**src/rtl/sar_adc_pkg.sv**
```systemverilog
package sar_adc_pkg;
  localparam int CTRL_W   = 8;
  localparam int CHAN_W   = 3;
  localparam int B_FLAG   = 3;
  localparam int B_LADDER = 4;
  localparam int B_TRGEN  = 5;
  localparam int B_IRQSRC = 6;
  localparam int B_REFSEL = 7;

  typedef enum logic [1:0] {
    A_CTRL  = 2'd0,
    A_VIEW8 = 2'd1,
    A_LO    = 2'd2,
    A_HI    = 2'd3
  } addr_e;
endpackage

```
**src/rtl/sar_trig_sync.sv**
```systemverilog
module sar_trig_sync #(
  parameter int STAGES = 2
) (
  input  logic clk_i,
  input  logic rst_ni,
  input  logic trig_i,
  output logic edge_o
);
  // STAGES sync flops plus one history flop for edge detect
  logic [STAGES:0] sh_q;

  always_ff @(posedge clk_i or negedge rst_ni) begin
    if (!rst_ni) sh_q <= '0;
    else         sh_q <= {sh_q[STAGES-1:0], trig_i};
  end

  assign edge_o = sh_q[STAGES] ^ sh_q[STAGES-1];
endmodule

```
**src/rtl/sar_engine.sv**
```systemverilog
module sar_engine #(
  parameter int RES_W = 10
) (
  input  logic             clk_i,
  input  logic             rst_ni,
  input  logic             start_i,
  input  logic             tick_i,
  input  logic             cmp_i,
  output logic             busy_o,
  output logic             done_o,
  output logic [RES_W-1:0] trial_o,
  output logic [RES_W-1:0] result_o
);
  localparam int IDX_W = $clog2(RES_W);
  localparam logic [RES_W-1:0] MSB = {1'b1, {(RES_W-1){1'b0}}};
  localparam logic [RES_W-1:0] ONE = {{(RES_W-1){1'b0}}, 1'b1};
  localparam logic [IDX_W-1:0] TOP_IDX = IDX_W'(RES_W-1);

  logic             busy_q;
  logic [IDX_W-1:0] idx_q;
  logic [RES_W-1:0] trial_q, result_q, bit_m, kept;
  logic             last;

  always_comb begin
    bit_m  = ONE << idx_q;
    kept   = cmp_i ? trial_q : (trial_q & ~bit_m);
    last   = (idx_q == '0);
    done_o = busy_q & tick_i & last;
  end

  always_ff @(posedge clk_i or negedge rst_ni) begin
    if (!rst_ni) begin
      busy_q   <= 1'b0;
      idx_q    <= '0;
      trial_q  <= '0;
      result_q <= '0;
    end else if (!busy_q) begin
      if (start_i) begin
        busy_q  <= 1'b1;
        idx_q   <= TOP_IDX;
        trial_q <= MSB;
      end
    end else if (tick_i) begin
      if (last) begin
        busy_q   <= 1'b0;
        trial_q  <= kept;
        result_q <= kept;
      end else begin
        idx_q   <= idx_q - 1'b1;
        trial_q <= kept | (bit_m >> 1);
      end
    end
  end

  assign busy_o   = busy_q;
  assign trial_o  = trial_q;
  assign result_o = result_q;

  AST_TRIAL_MSB: assert property (@(posedge clk_i) disable iff (!rst_ni)
    $rose(busy_q) |-> trial_q == MSB);
  AST_HOLD_NO_TICK: assert property (@(posedge clk_i) disable iff (!rst_ni)
    busy_q && !tick_i |=> busy_q && $stable(trial_q) && $stable(idx_q));
  AST_RESULT_HOLD: assert property (@(posedge clk_i) disable iff (!rst_ni)
    !done_o |=> $stable(result_q));
endmodule

```
**src/rtl/sar_rd_mux.sv**
```systemverilog
module sar_rd_mux
  import sar_adc_pkg::*;
#(
  parameter int RES_W = 10
) (
  input  logic [1:0]       addr_i,
  input  logic [7:0]       ctrl_i,
  input  logic [RES_W-1:0] result_i,
  output logic [7:0]       rdata_o
);
  logic [7:0] hi_byte;

  always_comb begin
    hi_byte = '0;
    hi_byte[RES_W-9:0] = result_i[RES_W-1:8];
    unique case (addr_e'(addr_i))
      A_CTRL:  rdata_o = ctrl_i;
      A_VIEW8: rdata_o = result_i[RES_W-1 -: 8];
      A_LO:    rdata_o = result_i[7:0];
      A_HI:    rdata_o = hi_byte;
      default: rdata_o = '0;
    endcase
  end
endmodule

```
**src/rtl/sar_adc_ctrl.sv**
```systemverilog
module sar_adc_ctrl
  import sar_adc_pkg::*;
#(
  parameter int RES_W       = 10,
  parameter int SYNC_STAGES = 2
) (
  input  logic             clk_i,
  input  logic             rst_ni,
  input  logic             tick_i,
  input  logic             wr_en_i,
  input  logic [1:0]       addr_i,
  input  logic [7:0]       wdata_i,
  output logic [7:0]       rdata_o,
  input  logic             trig_i,
  input  logic             cmp_i,
  output logic [RES_W-1:0] dac_code_o,
  output logic [2:0]       chan_o,
  output logic             ladder_en_o,
  output logic             ref_sel_o,
  output logic             irq_o
);
  localparam logic [7:0] FLAG_M = 8'(1 << B_FLAG);

  logic [7:0]       ctrl_q;
  logic             flag_q, irq_q;
  logic             trig_edge, busy, done, sw_start, start_req, irq_set, irq_clr;
  logic [RES_W-1:0] result;

  sar_trig_sync #(.STAGES(SYNC_STAGES)) u_sync (
    .clk_i, .rst_ni, .trig_i, .edge_o(trig_edge)
  );

  assign sw_start  = wr_en_i && (addr_e'(addr_i) == A_CTRL) && !wdata_i[B_FLAG];
  assign start_req = sw_start || (ctrl_q[B_TRGEN] && trig_edge);
  assign irq_clr   = wr_en_i && (addr_e'(addr_i) == A_VIEW8);
  assign irq_set   = ctrl_q[B_IRQSRC] ? trig_edge : done;

  sar_engine #(.RES_W(RES_W)) u_eng (
    .clk_i, .rst_ni,
    .start_i (start_req),
    .tick_i,
    .cmp_i,
    .busy_o  (busy),
    .done_o  (done),
    .trial_o (dac_code_o),
    .result_o(result)
  );

  always_ff @(posedge clk_i or negedge rst_ni) begin
    if (!rst_ni) begin
      ctrl_q <= '0;
      flag_q <= 1'b1;
      irq_q  <= 1'b0;
    end else begin
      if (wr_en_i && addr_e'(addr_i) == A_CTRL) ctrl_q <= wdata_i & ~FLAG_M;
      if (done)                    flag_q <= 1'b1;
      else if (start_req && !busy) flag_q <= 1'b0;
      // set wins over a same-cycle clear
      if (irq_set)      irq_q <= 1'b1;
      else if (irq_clr) irq_q <= 1'b0;
    end
  end

  sar_rd_mux #(.RES_W(RES_W)) u_rd (
    .addr_i,
    .ctrl_i  (ctrl_q | (flag_q ? FLAG_M : 8'h00)),
    .result_i(result),
    .rdata_o
  );

  assign chan_o      = ctrl_q[CHAN_W-1:0];
  assign ladder_en_o = ctrl_q[B_LADDER];
  assign ref_sel_o   = ctrl_q[B_REFSEL];
  assign irq_o       = irq_q;

  AST_FLAG_BUSY: assert property (@(posedge clk_i) disable iff (!rst_ni)
    flag_q != busy);
  AST_TRIG_OFF: assert property (@(posedge clk_i) disable iff (!rst_ni)
    !busy && !sw_start && !ctrl_q[B_TRGEN] |=> !busy);
  AST_NO_RESTART: assert property (@(posedge clk_i) disable iff (!rst_ni)
    busy && !done |=> busy);
  AST_IRQ_DONE: assert property (@(posedge clk_i) disable iff (!rst_ni)
    done && !ctrl_q[B_IRQSRC] |=> irq_q);
  AST_IRQ_STICKY: assert property (@(posedge clk_i) disable iff (!rst_ni)
    irq_q && !irq_clr |=> irq_q);
endmodule

```
**config.mk**
```make
export PLATFORM = sky130hd
export DESIGN_NAME = sar_adc_ctrl
export DESIGN_NICKNAME = d
export VERILOG_FILES = /design/src/rtl/sar_adc_pkg.sv /design/src/rtl/sar_trig_sync.sv /design/src/rtl/sar_engine.sv /design/src/rtl/sar_rd_mux.sv /design/src/rtl/sar_adc_ctrl.sv
export SDC_FILE = /design/constraint.sdc
export NUM_CORES = 1
export LEC_CHECK = 0
export ABC_AREA = 1
export ABC_CLOCK_PERIOD_IN_PS = 1600
export CORE_MARGIN = 2
export CORE_UTILIZATION = 62
export DETAILED_ROUTE_END_ITERATION = 6
export DONT_BUFFER_PORTS = 1
export GPL_ROUTABILITY_DRIVEN = 0
export PLACE_DENSITY_LB_ADDON = 0.1
export SKIP_LAST_GASP = 1
export SLEW_MARGIN = 20
export SYNTH_ARGS = -nofsm -noshare
export SYNTH_HDL_FRONTEND = slang
export SYNTH_SLANG_ARGS = --single-unit
```
**constraint.sdc**
```tcl
create_clock -name clk_i -period 1.6 [get_ports clk_i]
set_clock_uncertainty 0.2 [all_clocks]
set_input_delay 0.24 -clock clk_i [delete_from_list [all_inputs] [get_ports clk_i]]
set_output_delay 0.24 -clock clk_i [all_outputs]
set_load 0.01 [all_outputs]
```
# Yosys cells after proc, flatten, opt, wreduce, memory -nomap -nowiden
# Index checks and enable logic that the tools add are counted.
[totals]
ff_bits = 37
[classes]
add_sub_neg = 1
n_eq_ne = 5
shift = 1
muxes = 20
bitwise_logic = 7
reduce_logical = 16
[op_table]
columns = ["operator", "n"]
rows = [
  ["$mux 10", 5],
  ["$pmux 8 s4", 1],
  ["$mux 4", 5],
  ["$and 10x10->10", 1],
  ["$not 10->10", 1],
  ["$or 10x9->10", 1],
  ["$shl 1x4->10 const A", 1],
  ["$mux 1", 9],
  ["$or 8x4->8", 1],
  ["$reduce_and 3->1", 2],
  ["$reduce_bool 2->1", 3],
  ["$logic_and 1x1->1", 5],
  ["$eq 2x2->1 const B", 2],
  ["$logic_not 4->1", 1],
  ["$ne 2x2->1 const B", 2],
  ["$sub 4x1->4 const B", 1],
  ["$and 1x1->1", 2],
  ["$eq 2x1->1 const B", 1],
  ["$logic_not 1->1", 2],
  ["$logic_not 2->1", 1],
  ["$reduce_and 2->1", 1],
  ["$logic_or 1x1->1", 1],
  ["$xor 1x1->1", 1],
]

# Longest topological paths before layout
[logic_depth]
depth_word = 8
ltp_mapped = 8

# By module
# Synthesis repeated with hierarchy kept, for this count alone.
[unflattened]
hier_cells = 266
hier_area_um2 = 2034.5
[modules_own_cells]
columns = ["mod", "instances", "cells_per_inst", "area_each_um2", "seq_area_each_um2"]
rows = [
  ["sar_engine", 1, 170, 1343.8, 625.6],
  ["sar_adc_ctrl", 1, 49, 422.9, 226.5],
  ["sar_rd_mux", 1, 39, 173.9, 0.0],
  ["sar_trig_sync", 1, 8, 93.8, 75.1],
]

# Worst setup path after synthesis
# Ideal clock, no wire load.
[synth_timing]
path_type = "reg-to-reg"
from = "reg u_eng.idx_q[0]"
to = "reg u_eng.trial_q[4] (netlist: u_eng.trial_o[4])"
setup_time_ns = 0.117
arrival_time_ns = 1.183
t_required_ns = 1.283
slack_ns = 0.100
stages_incl_launch_ff = 8
n_path_buf = 0
period_less_slack_ns = 1.500
path_cell_list = "dfrtp_1 -> inv_1 -> ha_1 -> nand3_1 -> o21ai_0 -> nand2_1 -> nand2_1 -> nand2_1"
[synth_via]
elab_chain_len = 8
word_cells_on_any_way = 9
classes_between = "shift (1); mux (4); bitwise (3); reduce/logical (1)"
[synth_rtl]
columns = ["item", "line", "text"]
rows = [
  ["from (decl)", "sar_engine.sv:20", "logic [IDX_W-1:0] idx_q;"],
  ["from (signal assigned)", "sar_engine.sv:49", "idx_q <= idx_q - 1'b1;"],
  ["$shl 1x4->10", "sar_engine.sv:25", "bit_m = ONE << idx_q;"],
  ["$not 10->10", "sar_engine.sv:26", "kept = cmp_i ? trial_q : (trial_q & ~bit_m);"],
  ["$and 10x10->10", "sar_engine.sv:26", ""],
  ["$mux 10", "sar_engine.sv:26", ""],
  ["$or 10x9->10", "sar_engine.sv:50", "trial_q <= kept | (bit_m >> 1);"],
  ["$mux 10 *", "sar_engine.sv:44", "if (last) begin"],
  ["$mux 10 *", "sar_engine.sv:43", "end else if (tick_i) begin"],
  ["$mux 10 *", "sar_engine.sv:37", "end else if (!busy_q) begin"],
  ["to (signal assigned)", "sar_engine.sv:46", "trial_q <= kept;"],
  ["to (signal assigned)", "sar_engine.sv:50", ""],
  ["to (decl)", "sar_engine.sv:21", "logic [RES_W-1:0] trial_q, result_q, bit_m, kept;"],
]
# Every way passes the cells marked *; elsewhere a longest branch is shown, timed or not. The select of a mux whose other input is x is not followed.
# A chain may end at the register's enable or synchronous reset.

# Worst setup path in the final report
[layout_timing]
from = "reg u_eng.result_q[9] (netlist: u_eng.result_o[9])"
to = "out rdata_o[7]"
[layout_via]
elab_chain_len = 1
[layout_rtl]
columns = ["item", "line", "text"]
rows = [
  ["from (decl)", "sar_engine.sv:21", ""],
  ["from (signal assigned)", "sar_engine.sv:47", "result_q <= kept;"],
  ["$pmux 8 s4", "sar_rd_mux.sv:16", "unique case (addr_e'(addr_i))"],
  ["to (decl)", "sar_adc_ctrl.sv:13", "output logic [7:0] rdata_o,"],
]
# No other way between the ends.

==> flow_summary.toml <==
[outcome]
status = "finished, violations left"
violations = "negative hold slack"

[timing]
final.setup.worst_slack_ns = 0.0436
finalCritPeriodShare = 0.973
hold_viol = 18
grt_setup_unrepaired = "yes"
min_period_ns = 1.56
max_freq_ghz = 0.642
fin_hold_ws_ns = -0.186
drv_slew = 0
setup_viol = 0
tightest_slew_ns = 0.361
slew_headroom = 0.758

[synth]
yosysWarnings = 0
synth_top_area_share = 0.479
synth_most_common_cell = "nand2_1"
synthFlopType = "dfrtp_1"
synth_common_cells = "78 x nand2_1, 36 x dfrtp_1, 31 x nand3_1"
ys_ff_latch = 37
synthTopCellsByArea = "dfrtp_1 48%, nand2_1 16%, nand3_1 8.3%"
synth-edff-count = 0
ys_types = 24
syn_nets = 244
synthesis.area_sq_um = 1880
seq_area_frac_synth = 0.493
syn_avg_cell_area_sq_um = 8.43
yosys.area.top_type = "dfrtp_1"
async_flop_share = 1.00
synth_cells = 223

[floorplan]
fp.dieW_um = 59.1
dieArea_sq_um = 3490
coreArea_sq_um = 2830
die_h_um = 59.1
start_util = 0.664
num_rows = 19
ios = 40

[clocking]
postCtsHoldBufs = 13
cts_buffers = 5
clk_path_buf_depth = 2
cts_sinks = 37
htreeDepth = 2
cts_tree = "done"
ctsRootBufferMaster = "clkbuf_4"
clock_latency_ns = 0.34
clk_pin_slew_ns = 0.11

[place]
dp_hpwl_mm = 3.02
placed_area_sq_um = 1940
numPortBuffers = 0
place_ws_ns = -0.0449
dp.cells = 255

[setup_path]
cp.arrival_ns = 1.12
cp_slowest_cell = "dfrtp_1"
crit_type = "reg2out"
cp-start-kind = "flip-flop"
cp_max_fo = 2
path_buf_inv = 1
critical-path-top-delay-family = "flip-flops"
path_cells = "inv_1 -> o211ai_1"
end_kind = "output pin"
slowest_delay_ns = 0.37
crit_required_ns = 1.16

[route]
routed_via_density = 5.83
antenna_left = 0
wl_per_cell_um = 15.5
drt_iter0_drc = 108
dr.pass1.iters = 4
wirelength_mm = 4.30
vias = 1621
drc = 0

[power_and_ir_drop]
internal_power_uw = 2010
cellLeakagePower_uw = 0.00109
pwr-share-seq = 0.458
p_per_area_nw_per_um2 = 1610
p_sw_uw = 1510
pwr-share-comb = 0.408
p_sw_frac = 0.430
vdd_ir_drop_max_mv = 1.21
clockPowerShare = 0.134

[layout]
syn_to_final_growth_pct = 16.3
post-route-util = 0.773
final_layout_size_suffix_gt1_frac = 0.178
antenna_cells = 0
instances_no_fill = 278
nets = 267
design_area_sq_um = 2190
num-fill-cells = 200

[grt]
grtUsageTotal = 0.274
grt_pass1_wl_mm = 7.07
antenna_found_initial = 0
grt_overflow = 0
grt_max_degree = 38
grt_pass1_vias = 1560

[worst_hold_path]
worstHoldPathType = "in2reg"

[job]
maxCapViolCount = 0
-- sequential cells by signal, indices dropped and copies added (netlist names) --
| name | cells |
|---|---|
| ctrl_q | 7 |
| u_eng.result_o | 10 |
| u_eng.idx_q | 4 |
| irq_o | 1 |
| u_eng.trial_o | 10 |
| u_sync.sh_q | 3 |
| u_eng.busy_o | 1 |
| flag_q | 1 |
-- area by class of cell --
cell class | count | area (sq um) | share of cell area
Sequential cell | 37 | 927 | 0.424
Timing Repair Buffer | 25 | 234 | 0.107
Multi-Input combinational cell | 160 | 871 | 0.398
Tap cell | 31 | 38.8 | 0.0177
Inverter | 17 | 63.8 | 0.0292
Clock inverter | 2 | 10.0 | 0.00458
Clock buffer | 6 | 41.3 | 0.0189
-- cells by family after synthesis --
kind of cell,after synthesis,share of synthesized area
flops,37,0.493
mux,7,0.0419
compound gates,28,0.0859
buf+inv,26,0.0646
simple gates,120,0.281
fa+ha+maj,5,0.0333
-- path summary, 6_finish.rpt --
kind	slack (ns)	start	cells past startpoint	endpoint
max in group asynchronous	0.80	rst_ni	2	flag_q
min in group asynchronous	0.14	rst_ni	2	ctrl_q[2]
worst max register to register	0.07	u_eng.idx_q[1]	7	u_eng.trial_o[5]
worst min register to register	0.16	u_sync.sh_q[0]	0	u_sync.sh_q[1]
worst max-delay path	0.04	u_eng.result_o[9]	2	rdata_o[7]
worst min-delay path	-0.19	cmp_i	2	u_eng.trial_o[9]
-- routing by layer --
metal | global-route usage | wire [um]
met5 | 0 | 0
met4 | 0.104 | 85
met3 | 0.0742 | 339
met2 | 0.473 | 2120
met1 | 0.327 | 1750
-- placed cells by master (no fill, tap or decap), drive strengths merged, types with 5 or more instances in the layout --
master	instances
nand2	81
dfrtp	36
nand3	32
o21ai	20
inv	17
buf	13
dlygate4sd3	12
mux2	7
clkbuf	6
nor2	5
ha	5
-- power groups by stage --
| stage | sequential (uW) | combinational (uW) | clock, uW |
|---|---|---|---|
| final | 1610 | 1440 | 473 |
| after global routing | 1650 | 1640 | 504 |
| after CTS | 1600 | 1340 | 475 |
| after detailed placement | 1620 | 1280 | 0 |
| after global placement | 1610 | 1220 | 0 |
| after floorplan | 1550 | 943 | 0 |
-- stage by stage --
step	TNS, ns	total power, uW
floorplan	0	2490
global placement	0	2830
detailed placement	-0.125	2900
CTS	-0.000782	3420
global route	-0.119	3790
finish	0	3520
-- what timing repair did --
action                                  in CTS  in global routing
gates resized for setup                      5                 16
pin swaps                                    0                  2
endpoints found under the hold margin       62                 17
endpoints found under the setup margin       7                 27
buffers inserted                             0                  2
Power figures use the tool's default switching activity.
